File: src/rtl/ep_rdy_pkg.sv
package ep_rdy_pkg;
   typedef enum logic {
      EP_DIR_OUT = 1'b0,
      EP_DIR_IN  = 1'b1
   } ep_dir_e;

   typedef struct packed {
      logic set;
      logic clr;
   } rdy_req_t;
endpackage

File: src/rtl/ep_rdy_flag.sv
module ep_rdy_flag (
   input  logic                  clk,
   input  logic                  rst_n,
   input  ep_rdy_pkg::rdy_req_t  req,
   output logic                  flag_q
);
   // clear beats set
   always_ff @(posedge clk) begin
      if (!rst_n)          flag_q <= 1'b0;
      else if (req.clr)    flag_q <= 1'b0;
      else if (req.set)    flag_q <= 1'b1;
   end
endmodule

File: src/rtl/ep_iso_arm.sv
module ep_iso_arm (
   input  logic clk,
   input  logic rst_n,
   input  logic dir_in,
   input  logic arm_wr,
   input  logic sof,
   input  logic in_tok,
   input  logic rdy_q,
   output logic tx_fire,
   output logic tx_en_q,
   output logic dly_q,
   output logic sof_seen_q
);
   // a pending delayed start takes over the token decision
   assign tx_fire = dir_in & in_tok & (dly_q ? sof_seen_q : rdy_q);

   always_ff @(posedge clk) begin
      if (!rst_n) begin
         tx_en_q    <= 1'b0;
         dly_q      <= 1'b0;
         sof_seen_q <= 1'b0;
      end else begin
         tx_en_q <= tx_fire;
         if (arm_wr)        dly_q <= 1'b1;
         else if (tx_fire)  dly_q <= 1'b0;
         // only an SOF after the write may arm
         if (arm_wr || tx_fire)  sof_seen_q <= 1'b0;
         else if (sof && dly_q)  sof_seen_q <= 1'b1;
      end
   end
endmodule

File: src/rtl/ep_out_dbl.sv
module ep_out_dbl (
   input  logic clk,
   input  logic rst_n,
   input  logic en,
   input  logic flush,
   input  logic rx_done,
   input  logic rd_all,
   input  logic tgl,
   output logic set_req
);
   logic sie_full_q;
   logic cpu_empty_q;
   logic swap;

   assign swap    = sie_full_q & cpu_empty_q;
   assign set_req = en & (swap | tgl);

   always_ff @(posedge clk) begin
      if (!rst_n || !en || flush) begin
         sie_full_q  <= 1'b0;
         cpu_empty_q <= 1'b1;
      end else begin
         if (rx_done)    sie_full_q <= 1'b1;
         else if (swap)  sie_full_q <= 1'b0;
         if (rd_all)       cpu_empty_q <= 1'b1;
         else if (set_req) cpu_empty_q <= 1'b0;
      end
   end
endmodule

File: src/rtl/ep_rdy_ctrl.sv
module ep_rdy_ctrl #(
   parameter int SIZE_W = 10,
   parameter bit DBL_EN = 1'b1
) (
   input  logic              clk,
   input  logic              rst_n,
   input  logic              cfg_dir_in,
   input  logic              cfg_dbl,
   input  logic [SIZE_W-1:0] cfg_max_size,
   input  logic              ctl_req,
   input  logic              sie_sof,
   input  logic              sie_in_tok,
   input  logic              sie_rx_done,
   input  logic              cpu_wr_vld,
   input  logic [SIZE_W-1:0] cpu_wr_cnt,
   input  logic              cpu_rd_all,
   input  logic              cpu_rdy_wr,
   input  logic              cpu_dly_wr,
   input  logic              cpu_tgl,
   input  logic              cpu_bclr,
   input  logic              cpu_aclr,
   output logic              rdy,
   output logic              tx_en,
   output logic              dly_pend
);
   import ep_rdy_pkg::*;

   localparam logic [SIZE_W-1:0] SIZE_TOP = {SIZE_W{1'b1}};

   initial begin
      assert (SIZE_W >= 2 && SIZE_W <= 16)
         else $error("SIZE_W out of range");
   end

   ep_dir_e  dir;
   logic     dir_in;
   logic     arm_wr;
   logic     tx_fire;
   logic     sof_seen_q;
   logic     rdy_q;
   logic     set_in;
   logic     set_out;
   logic     dbl_set;
   logic     dbl_mode;
   logic     flush;
   rdy_req_t req;

   assign dir    = ep_dir_e'(cfg_dir_in);
   assign dir_in = (dir == EP_DIR_IN);
   assign flush  = cpu_bclr | cpu_aclr;
   assign arm_wr = cpu_dly_wr & (cfg_max_size != SIZE_TOP);

   generate
      if (DBL_EN) begin : g_dbl
         assign dbl_mode = ~dir_in & cfg_dbl;
         ep_out_dbl u_dbl (
            .clk     (clk),
            .rst_n   (rst_n),
            .en      (dbl_mode),
            .flush   (flush),
            .rx_done (sie_rx_done),
            .rd_all  (cpu_rd_all),
            .tgl     (cpu_tgl),
            .set_req (dbl_set)
         );
      end else begin : g_single
         logic unused_dbl;
         assign unused_dbl = cfg_dbl;
         assign dbl_mode   = 1'b0;
         assign dbl_set    = 1'b0;
      end
   endgenerate

   assign set_in  = cpu_rdy_wr | (cpu_wr_vld & (cpu_wr_cnt == cfg_max_size));
   assign set_out = dbl_mode ? dbl_set : (sie_rx_done | cpu_tgl);

   assign req.set = dir_in ? set_in : set_out;
   assign req.clr = flush | (dir_in ? tx_fire : cpu_rd_all);

   ep_iso_arm u_arm (
      .clk        (clk),
      .rst_n      (rst_n),
      .dir_in     (dir_in),
      .arm_wr     (arm_wr),
      .sof        (sie_sof),
      .in_tok     (sie_in_tok),
      .rdy_q      (rdy_q),
      .tx_fire    (tx_fire),
      .tx_en_q    (tx_en),
      .dly_q      (dly_pend),
      .sof_seen_q (sof_seen_q)
   );

   ep_rdy_flag u_flag (
      .clk    (clk),
      .rst_n  (rst_n),
      .req    (req),
      .flag_q (rdy_q)
   );

   assign rdy = rdy_q & ~ctl_req;
endmodule

File: config.mk
export PLATFORM = sky130hd
export DESIGN_NAME = ep_rdy_ctrl
export DESIGN_NICKNAME = d
export VERILOG_FILES = /design/src/rtl/ep_rdy_pkg.sv /design/src/rtl/ep_rdy_flag.sv /design/src/rtl/ep_iso_arm.sv /design/src/rtl/ep_out_dbl.sv /design/src/rtl/ep_rdy_ctrl.sv
export SDC_FILE = /design/constraint.sdc
export NUM_CORES = 1
export LEC_CHECK = 0
export ABC_AREA = 1
export BUFFER_PORTS_ARGS = -buffer_cell sky130_fd_sc_hd__buf_2
export CELL_PAD_IN_SITES_DETAIL_PLACEMENT = 1
export CELL_PAD_IN_SITES_GLOBAL_PLACEMENT = 1
export CORE_UTILIZATION = 24
export CTS_CLUSTER_SIZE = 24
export DETAILED_ROUTE_END_ITERATION = 7
export PLACE_DENSITY = 0.73
export SETUP_SLACK_MARGIN = 0.02
export SLEW_MARGIN = 0
export SYNTH_ARGS = -nofsm -noshare
export SYNTH_HDL_FRONTEND = slang
export SYNTH_HIERARCHICAL = 1
export SYNTH_SLANG_ARGS = --single-unit
File: constraint.sdc
create_clock -name clk -period 1.2 [get_ports clk]
set_clock_uncertainty 0.05 [all_clocks]
set_input_delay 0.18 -clock clk [delete_from_list [all_inputs] [get_ports clk]]
set_output_delay 0.18 -clock clk [all_outputs]
set_load 0.01 [all_outputs]
Word level (Yosys, flattened, before mapping)
Index checks and enable logic that the tools add are counted.
{"block": "word_totals", "regBits": 6, "inputBits": 35, "out_inout_bits": 3, "wordCells": 43}
{"block": "op_classes", "n_eq_ne": 2, "mux": 8, "bitwise": 16, "reduce_logical": 11}
{"operator": "$eq 10x10->1", "n": 1}
{"operator": "$ne 10x10->1 const B", "n": 1}
{"operator": "$and 1x1->1", "n": 8}
{"operator": "$mux 1", "n": 8}
{"operator": "$reduce_or 2->1", "n": 3}
{"operator": "$or 1x1->1", "n": 5}
{"operator": "$reduce_bool 2->1", "n": 2}
{"operator": "$logic_or 1x1->1", "n": 3}
{"operator": "$not 1->1", "n": 3}
{"operator": "$logic_not 1->1", "n": 2}
{"operator": "$logic_and 1x1->1", "n": 1}

Longest topological paths before layout
Gate-level depths: netlist of the first run.
{"block": "depth", "ltp_word": 6, "mapped_depth": 10, "mapped_depth_nobuf": 10}

By module
Netlist of the first run, hierarchy kept.
{"module": "ep_rdy_ctrl", "n_inst": 1, "cells_per_inst": 80, "area_each_um2": 329.1, "seq_area_each_um2": 0.0}
{"module": "ep_iso_arm", "n_inst": 1, "cells_per_inst": 21, "area_each_um2": 138.9, "seq_area_each_um2": 60.1}
{"module": "ep_out_dbl", "n_inst": 1, "cells_per_inst": 16, "area_each_um2": 95.1, "seq_area_each_um2": 40.0}
{"module": "ep_rdy_flag", "n_inst": 1, "cells_per_inst": 5, "area_each_um2": 35.0, "seq_area_each_um2": 20.0}

Worst setup path before layout of the first run
No wires, ideal clock.
{"block": "synth_path", "kind": "flip-flop to flip-flop", "start": "register g_dbl.u_dbl.cpu_empty_q", "end": "register u_flag.flag_q", "setup_time_ns": 0.113, "t_arrival_ns": 0.870, "required_time_ns": 1.037, "path_slack_ns": 0.167, "stages_incl_launch_ff": 9, "path_buffers": 0, "period_less_slack_ns": 1.033, "cell_sequence": "dfxtp_1 > nand2_1 > nand2_1 > nand2_1 > inv_1 > a211oi_1 > a21oi_2 > nor2_1 > nor2_1"}
{"element": "from (decl)", "line": "ep_out_dbl.sv:12", "text": "logic cpu_empty_q;"}
{"element": "from (signal assigned)", "line": "ep_out_dbl.sv:21", "text": "cpu_empty_q <= 1'b1;"}
{"element": "from (signal assigned)", "line": "ep_out_dbl.sv:25", "text": "if (rd_all) cpu_empty_q <= 1'b1;"}
{"element": "from (signal assigned)", "line": "ep_out_dbl.sv:26", "text": "else if (set_req) cpu_empty_q <= 1'b0;"}
{"element": "to (signal assigned)", "line": "ep_rdy_flag.sv:9", "text": "if (!rst_n) flag_q <= 1'b0;"}
{"element": "to (signal assigned)", "line": "ep_rdy_flag.sv:10", "text": "else if (req.clr) flag_q <= 1'b0;"}
{"element": "to (signal assigned)", "line": "ep_rdy_flag.sv:11", "text": "else if (req.set) flag_q <= 1'b1;"}
{"element": "to (decl)", "line": "ep_rdy_flag.sv:5", "text": "output logic flag_q"}

==> flow_summary.json, run 1 <==
{
  "path_max_fanout": 2,
  "rsz0062_at_grt": "yes",
  "worstSetupEndpointType": "flop",
  "fin_crit_ns": 1.132,
  "tightest_slew_ns": 0.2278,
  "via_per_inst": 4.257,
  "die_height_um": 51.92,
  "drive_gt1_frac": 0.3252,
  "synth_cell_type_count": 17,
  "fmaxAchievable_ghz": 0.8834,
  "p_per_area_mw_per_mm2": 683.7,
  "vdd_ir_drop_max_mv": 0.4430,
  "post_drt_wl_per_cell_um": 9.696,
  "grt_max_degree": 6,
  "seq_area_frac_synth": 0.2008,
  "n_antenna_cell": 0,
  "finalInstanceArea_um2": 864.6,
  "slew_viol_final": 0,
  "finalCritPeriodShare": 0.9433,
  "cts_tree": "done",
  "outcome": "finished clean",
  "leakagePower_nw": 0.5955,
  "cts.sinks": 6,
  "synthCells": 122,
  "drt-total-wl_mm": 1.852,
  "post-route-drc-count": 0,
  "coreArea_mm2": 0.002276,
  "path_clk_slew_ns": 0.05,
  "fin_nets": 200,
  "core.rowCount": 17,
  "track_usage": 0.1582,
  "multi_input_area_um2": 336.6,
  "vias": 813,
  "arrival_ns": 1.23,
  "maxCapViolCount": 0,
  "cts_buffers": 3,
  "gp_congestion": 0.7074,
  "syn_nets": 157,
  "criticalPathCategory": "reg2reg",
  "setup_violations": 0,
  "cts_root_buf": "clkbuf_4",
  "clk_path_buf_depth": 2,
  "clk_latency_ns": 0.25,
  "grt_pass1_wl_mm": 3.194,
  "drt_iter0_markers": 3,
  "setup_ws_ns": 0.06802,
  "numPortBuffers": 37,
  "antenna_found_initial": 0,
  "syn_avg_cell_area_um2": 4.902,
  "dp_slack_ns": 0.01112,
  "finalHoldViolations": 0,
  "yosys_warnings": 6,
  "fin_tns_setup_ns": 0,
  "slew_headroom": 0.8468,
  "drt-pass1-iter-count": 3,
  "start_util": 0.2628,
  "hpwl_mm": 1.607,
  "hp-class": "in2reg",
  "die_w_um": 51.92,
  "dpl_cell_area_um2": 818.3,
  "regArea_um2": 123.9,
  "ios": 38,
  "synth_area_um2": 598.1,
  "crit_required_ns": 1.30,
  "syn2layout_area_growth_pct": 44.56,
  "grt-ovfl-total": 0,
  "synth_seq_cells": 6,
  "ctsHtreeMaxLevel": 1,
  "ctsHoldBuffers": 0,
  "grt_pass1_vias": 807,
  "worstSetupStartpointType": "flop",
  "fillCellCount": 344,
  "die_area_mm2": 0.002696,
  "final_antenna_net_count": 0
}
-- cells in the mapped netlist --
library cell  instances  area, µm²
nand2_1              45      168.9
a21oi_2               1      8.760
o21ai_0               1      5.000
xor2_1                1      8.760
a211oi_1              1      7.510
nand3_1               4      20.02
nor3_1                1      5.000
o21bai_1              1      7.510
o31ai_1               1      7.510
nor2_2                1      6.260
nor2_1               13      48.80
nand4_1               3      18.77
inv_2                 1      3.750
inv_1                40      150.1
nand2_2               1      6.260
a21oi_1               1      5.000
dfxtp_1               6      120.1
-- cell usage in the layout, fill, tap and decap left out, drive strengths merged --
| cell | instances |
|---|---|
| a21oi | 2 |
| nor2 | 14 |
| nor3 | 1 |
| o21bai | 1 |
| buf | 38 |
| o31ai | 1 |
| nand2 | 46 |
| clkbuf | 3 |
| nand3 | 4 |
| inv | 41 |
| a211oi | 1 |
| nand4 | 3 |
| xor2 | 1 |
| dfxtp | 6 |
| o21ai | 1 |
-- path summary, 6_finish.rpt --
path                                         startpoint  slack (ns)                      end  cells after the start
worst max-delay path            g_dbl.u_dbl/cpu_empty_q        0.07            u_flag/flag_q                      8
worst max register to register  g_dbl.u_dbl/cpu_empty_q        0.07            u_flag/flag_q                      8
worst min-delay path                         cpu_rd_all         0.1  g_dbl.u_dbl/cpu_empty_q                      3
worst min register to register            u_flag/flag_q        0.47            u_flag/flag_q                      2
-- stage by stage --
stage / power [mW] / utilization / hold slack, ns / cells
after global placement: 0.3851 / 0.3595 / 0.3529 / 187
after global routing: 0.6474 / 0.3799 / 0.1039 / 191
final: 0.5911 / 0.3799 / 0.09781 / 191
after CTS: 0.6004 / 0.3716 / 0.08623 / 190
after detailed placement: 0.3917 / 0.3595 / 0.3533 / 187
after floorplan: 0.2971 / - / 0.2331 / 122
-- registers in the layout, indices dropped and copies added, names as in the netlist --
name	count
g_dbl.u_dbl/cpu_empty_q	1
g_dbl.u_dbl/sie_full_q	1
u_arm/dly_q	1
u_arm/sof_seen_q	1
u_arm/tx_en_q	1
u_flag/flag_q	1
-- report_power, final --
group | internal [mW] | switching [mW]
Clock | 0.114 | 0.0863
Sequential | 0.205 | 0.00396
Combinational | 0.0832 | 0.0981
Total | 0.403 | 0.188
-- routing by layer --
| layer | routed length, µm | track usage |
|---|---|---|
| met1 | 787 | 0.1858 |
| met2 | 903 | 0.2692 |
| met3 | 117 | 0.01170 |
| met4 | 43 | 0.1081 |
| met5 | 0 | 0 |
-- logic make-up (layout without fill, tap and decap cells) --
logic type,Yosys count,in the layout,synth area share
AOI/OAI and AO/OA,6,6,0.06904
xor gates and xnor gates,1,1,0.01465
buffers and inverters,41,82,0.2573
DFF,6,6,0.2008
and+or+nand+nor,68,68,0.4582
-- layout make-up --
| type | instances | share of cell area |
|---|---|---|
| clock buffer | 3 | 0.02605 |
| inverter | 41 | 0.1780 |
| multi-input combinational | 75 | 0.3893 |
| sequential | 6 | 0.1433 |
| tap | 28 | 0.04052 |
| timing repair buffer | 38 | 0.2229 |
-- repair_timing --
action,4_1_cts,5_1_grt
pin swaps,0,4
endpoints found under the setup margin,1,2
gates resized for setup,1,7
setup buffers,0,1
-- critical path, cell delays in order, from the launching register on --
cell and delay [ns]:
dfxtp_2 0.32, nand2_2 0.07, nand2_2 0.05, nand2_2 0.06
inv_2 0.03, a211oi_2 0.24, a21oi_2 0.05, nor2_1 0.10
nor2_1 0.05
No activity file was read; power rests on OpenSTA's default activity.
==> run 2: changes to the inputs <==
ABC_AREA = not set   (was 1)
CORE_UTILIZATION = 21   (was 24)
PLACE_DENSITY = 0.68   (was 0.73)
clock period = 1 ns   (was 1.2 ns; I/O delays follow)
==> flow_summary.json, run 2 <==
{
  "outcome": "finished with violations",
  "violations": "negative setup slack",
  "maxCapViolCount": 0,
  "final_antenna_net_count": 0,
  "worstSetupStartpointType": "input port",
  "die_height_um": 48.19,
  "place_inst": 130,
  "drt-pass1-iter-count": 3,
  "clk_path_buf_depth": 2,
  "swShare": 0.2649,
  "gp_congestion": 0.7576,
  "rr_endpoint": "u_flag/flag_q",
  "syn_avg_cell_area_um2": 8.614,
  "ios": 38,
  "yosys_warnings": 6,
  "crit_required_ns": 1.13,
  "r2r_slack_ns": -0.25,
  "ys.flop_type": "dfxtp_1",
  "grt-ovfl-total": 0,
  "layout_common_cells": "buf_2 (34), buf_4 (13), nor2b_1 (5), xor2_1 (5), buf_6 (5)",
  "criticalPathCategory": "in2reg",
  "post_drt_wl_per_cell_um": 11.01,
  "cts.sinks": 6,
  "finalHoldViolations": 0,
  "yosys-top-cells-area": "dfxtp_1 (27%), xnor2_1 (9.8%), xor2_1 (9.8%)",
  "path_max_fanout": 2,
  "finalInstanceArea_um2": 854.6,
  "track_usage": 0.1438,
  "rr_startpoint": "g_dbl.u_dbl/cpu_empty_q",
  "synthCells": 52,
  "seq_area_frac_synth": 0.2682,
  "total_power_mw": 0.7195,
  "cts_tree": "done",
  "clk_latency_ns": 0.24,
  "core.rowCount": 16,
  "slew_headroom": 0.8398,
  "fillCellCount": 250,
  "synth_cell_type_count": 25,
  "slew_viol_final": 0,
  "arrival_ns": 1.42,
  "setup_ws_ns": -0.2899,
  "die_w_um": 48.19,
  "holdPathStages": 2,
  "synth-edff-count": 0,
  "worstSetupEndpointType": "flop",
  "post-route-drc-count": 0,
  "drive_gt1_frac": 0.6168,
  "synth_seq_cells": 6,
  "synth_common_cells": "dfxtp_1 (6), nor2b_1 (5), xnor2_1 (5), xor2_1 (5)",
  "n_antenna_cell": 0,
  "drt_iter0_markers": 2,
  "start_util": 0.2260,
  "final_common_cell": "buf_2",
  "cp_cell_sequence": "buf_6 -> xnor2_2 -> nand3_1 -> or4_1 -> o41ai_2 -> nor2_1 -> nor3b_2",
  "antenna_found_initial": 0,
  "numPortBuffers": 37,
  "yosysTopAreaCellShare": 0.2682,
  "drt-total-wl_mm": 1.475,
  "hp-class": "in2reg",
  "fin_nets": 144,
  "grt_pass1_wl_mm": 2.270,
  "yosysTopAreaCell": "dfxtp_1",
  "hpwl_mm": 1.265,
  "tightest_slew_ns": 0.2377,
  "rr_worst_depth": 8,
  "rsz0062_at_grt": "yes",
  "critical_path.max_stage_delay_ns": 0.49,
  "die_area_mm2": 0.002322,
  "hold_slack_ns": 0.05763,
  "coreArea_mm2": 0.001982,
  "p_clk_frac": 0.320,
  "syn_nets": 87,
  "async_flop_share": 0,
  "fin_tns_setup_ns": -0.5364,
  "finalCritPeriodShare": 1.290,
  "ctsHtreeMaxLevel": 1,
  "comb_power_share": 0.330,
  "cpMaxStageDelayCell": "or4_1",
  "via_per_inst": 4.396,
  "min-delay-start": "cpu_rd_all",
  "leakagePower_nw": 0.4066,
  "fmaxAchievable_ghz": 0.7753,
  "setup_violations": 4,
  "synth_area_um2": 447.9,
  "syn2layout_area_growth_pct": 90.78,
  "dpl_cell_area_um2": 774.5,
  "switchingPower_mw": 0.1906,
  "path_clk_slew_ns": 0.05,
  "internal-power_mw": 0.5289,
  "vdd_ir_drop_max_mv": 0.5353,
  "cts_root_buf": "clkbuf_4",
  "fin_crit_ns": 1.290,
  "holdPathEnd": "g_dbl.u_dbl/cpu_empty_q",
  "ctsHoldBuffers": 0,
  "vias": 589,
  "finalNonFillerCells": 134,
  "yosys.cell_count.top_type": "dfxtp_1",
  "grt_pass1_vias": 556,
  "cts_buffers": 3,
  "grt_max_degree": 7,
  "p_per_area_mw_per_mm2": 842.0,
  "seq_power_share": 0.350
}
==> run 2: cell types whose count changed in the layout (fill, tap and decap cells not counted), sizes merged, moves of 2 or more <==
cell   previous run  this run
nand2            46         2
inv              41         2
buf              38        52
nor2             14         3
nor2b             0         5
xnor2             0         5
xor2              1         5
nand3             4         1
a211o             0         2
nor3b             0         2
==> run 2: power by group through the flow <==
stage          Combinational [mW]  Clock [mW]  Sequential [mW]
3_3_place_gp                0.210           0            0.254
5_1_grt                     0.262       0.262            0.252
4_1_cts                     0.233       0.245            0.251
3_5_place_dp                0.216           0            0.254
6_report                    0.238       0.230            0.252
2_1_floorplan              0.0791           0            0.256
==> run 2: logic make-up (layout without fill, tap and decap cells) <==
family / after synthesis / in the layout / synth area share
buffers and inverters: 2 / 57 / 0.01677
flip-flops: 6 / 6 / 0.2682
AO/OA/AOI/OAI: 11 / 11 / 0.2039
multiplexers: 1 / 1 / 0.02235
XOR/XNOR: 10 / 10 / 0.1955
AND/OR/NAND/NOR: 22 / 22 / 0.2933
==> run 2: worst max-delay path by stage <==
stage / start / to / slack (ns) / depth (start not counted)
after detailed placement: cfg_max_size[6] / u_flag/flag_q / -0.58 / 7
after global routing: g_dbl.u_dbl/cpu_empty_q / u_flag/flag_q / -0.40 / 8
after global placement: cfg_max_size[6] / u_flag/flag_q / -0.50 / 7
final: cfg_max_size[6] / u_flag/flag_q / -0.29 / 7
after CTS: cfg_max_size[6] / u_flag/flag_q / -0.28 / 7
after floorplan: cfg_max_size[6] / u_flag/flag_q / -0.35 / 6
==> run 2: through the flow <==
stage	worst slack [ns]	util
2_1_floorplan	-0.3464	-
3_3_place_gp	-0.5007	0.3908
3_5_place_dp	-0.5840	0.3908
4_1_cts	-0.2849	0.4198
5_1_grt	-0.4009	0.4312
6_report	-0.2899	0.4312
==> run 2: worst max-delay path: cells and delay by family <==
family          cells  cell delay, ns
simple gates        4            0.82
xor+xnor            1            0.13
compound gates      1            0.22
buf+inv             1            0.10
==> run 2: layout make-up <==
type | count | area (µm²) | area share
multi-input combinational | 44 | 342.8 | 0.4012
timing repair buffer | 52 | 324.1 | 0.3792
sequential | 6 | 123.9 | 0.1449
tap | 27 | 33.78 | 0.03953
clock buffer | 3 | 22.52 | 0.02635
inverter | 2 | 7.507 | 0.008785
==> run 2: repair_timing <==
| action | 4_1_cts | 5_1_grt |
|---|---|---|
| pin swaps | 3 | 2 |
| endpoints found under the setup margin | 4 | 5 |
| cloned | 0 | 0 |
| buffers inserted | 1 | 1 |
| resized for setup | 7 | 5 |
==> run 2: routing by layer <==
metal / track usage / vias to the layer above / wire length, µm
met5: 0 / - / 0
met4: 0.01667 / 0 / 0
met3: 0.05556 / 0 / 95
met2: 0.2693 / 20 / 770
met1: 0.1559 / 264 / 608
li1: - / 305 / -
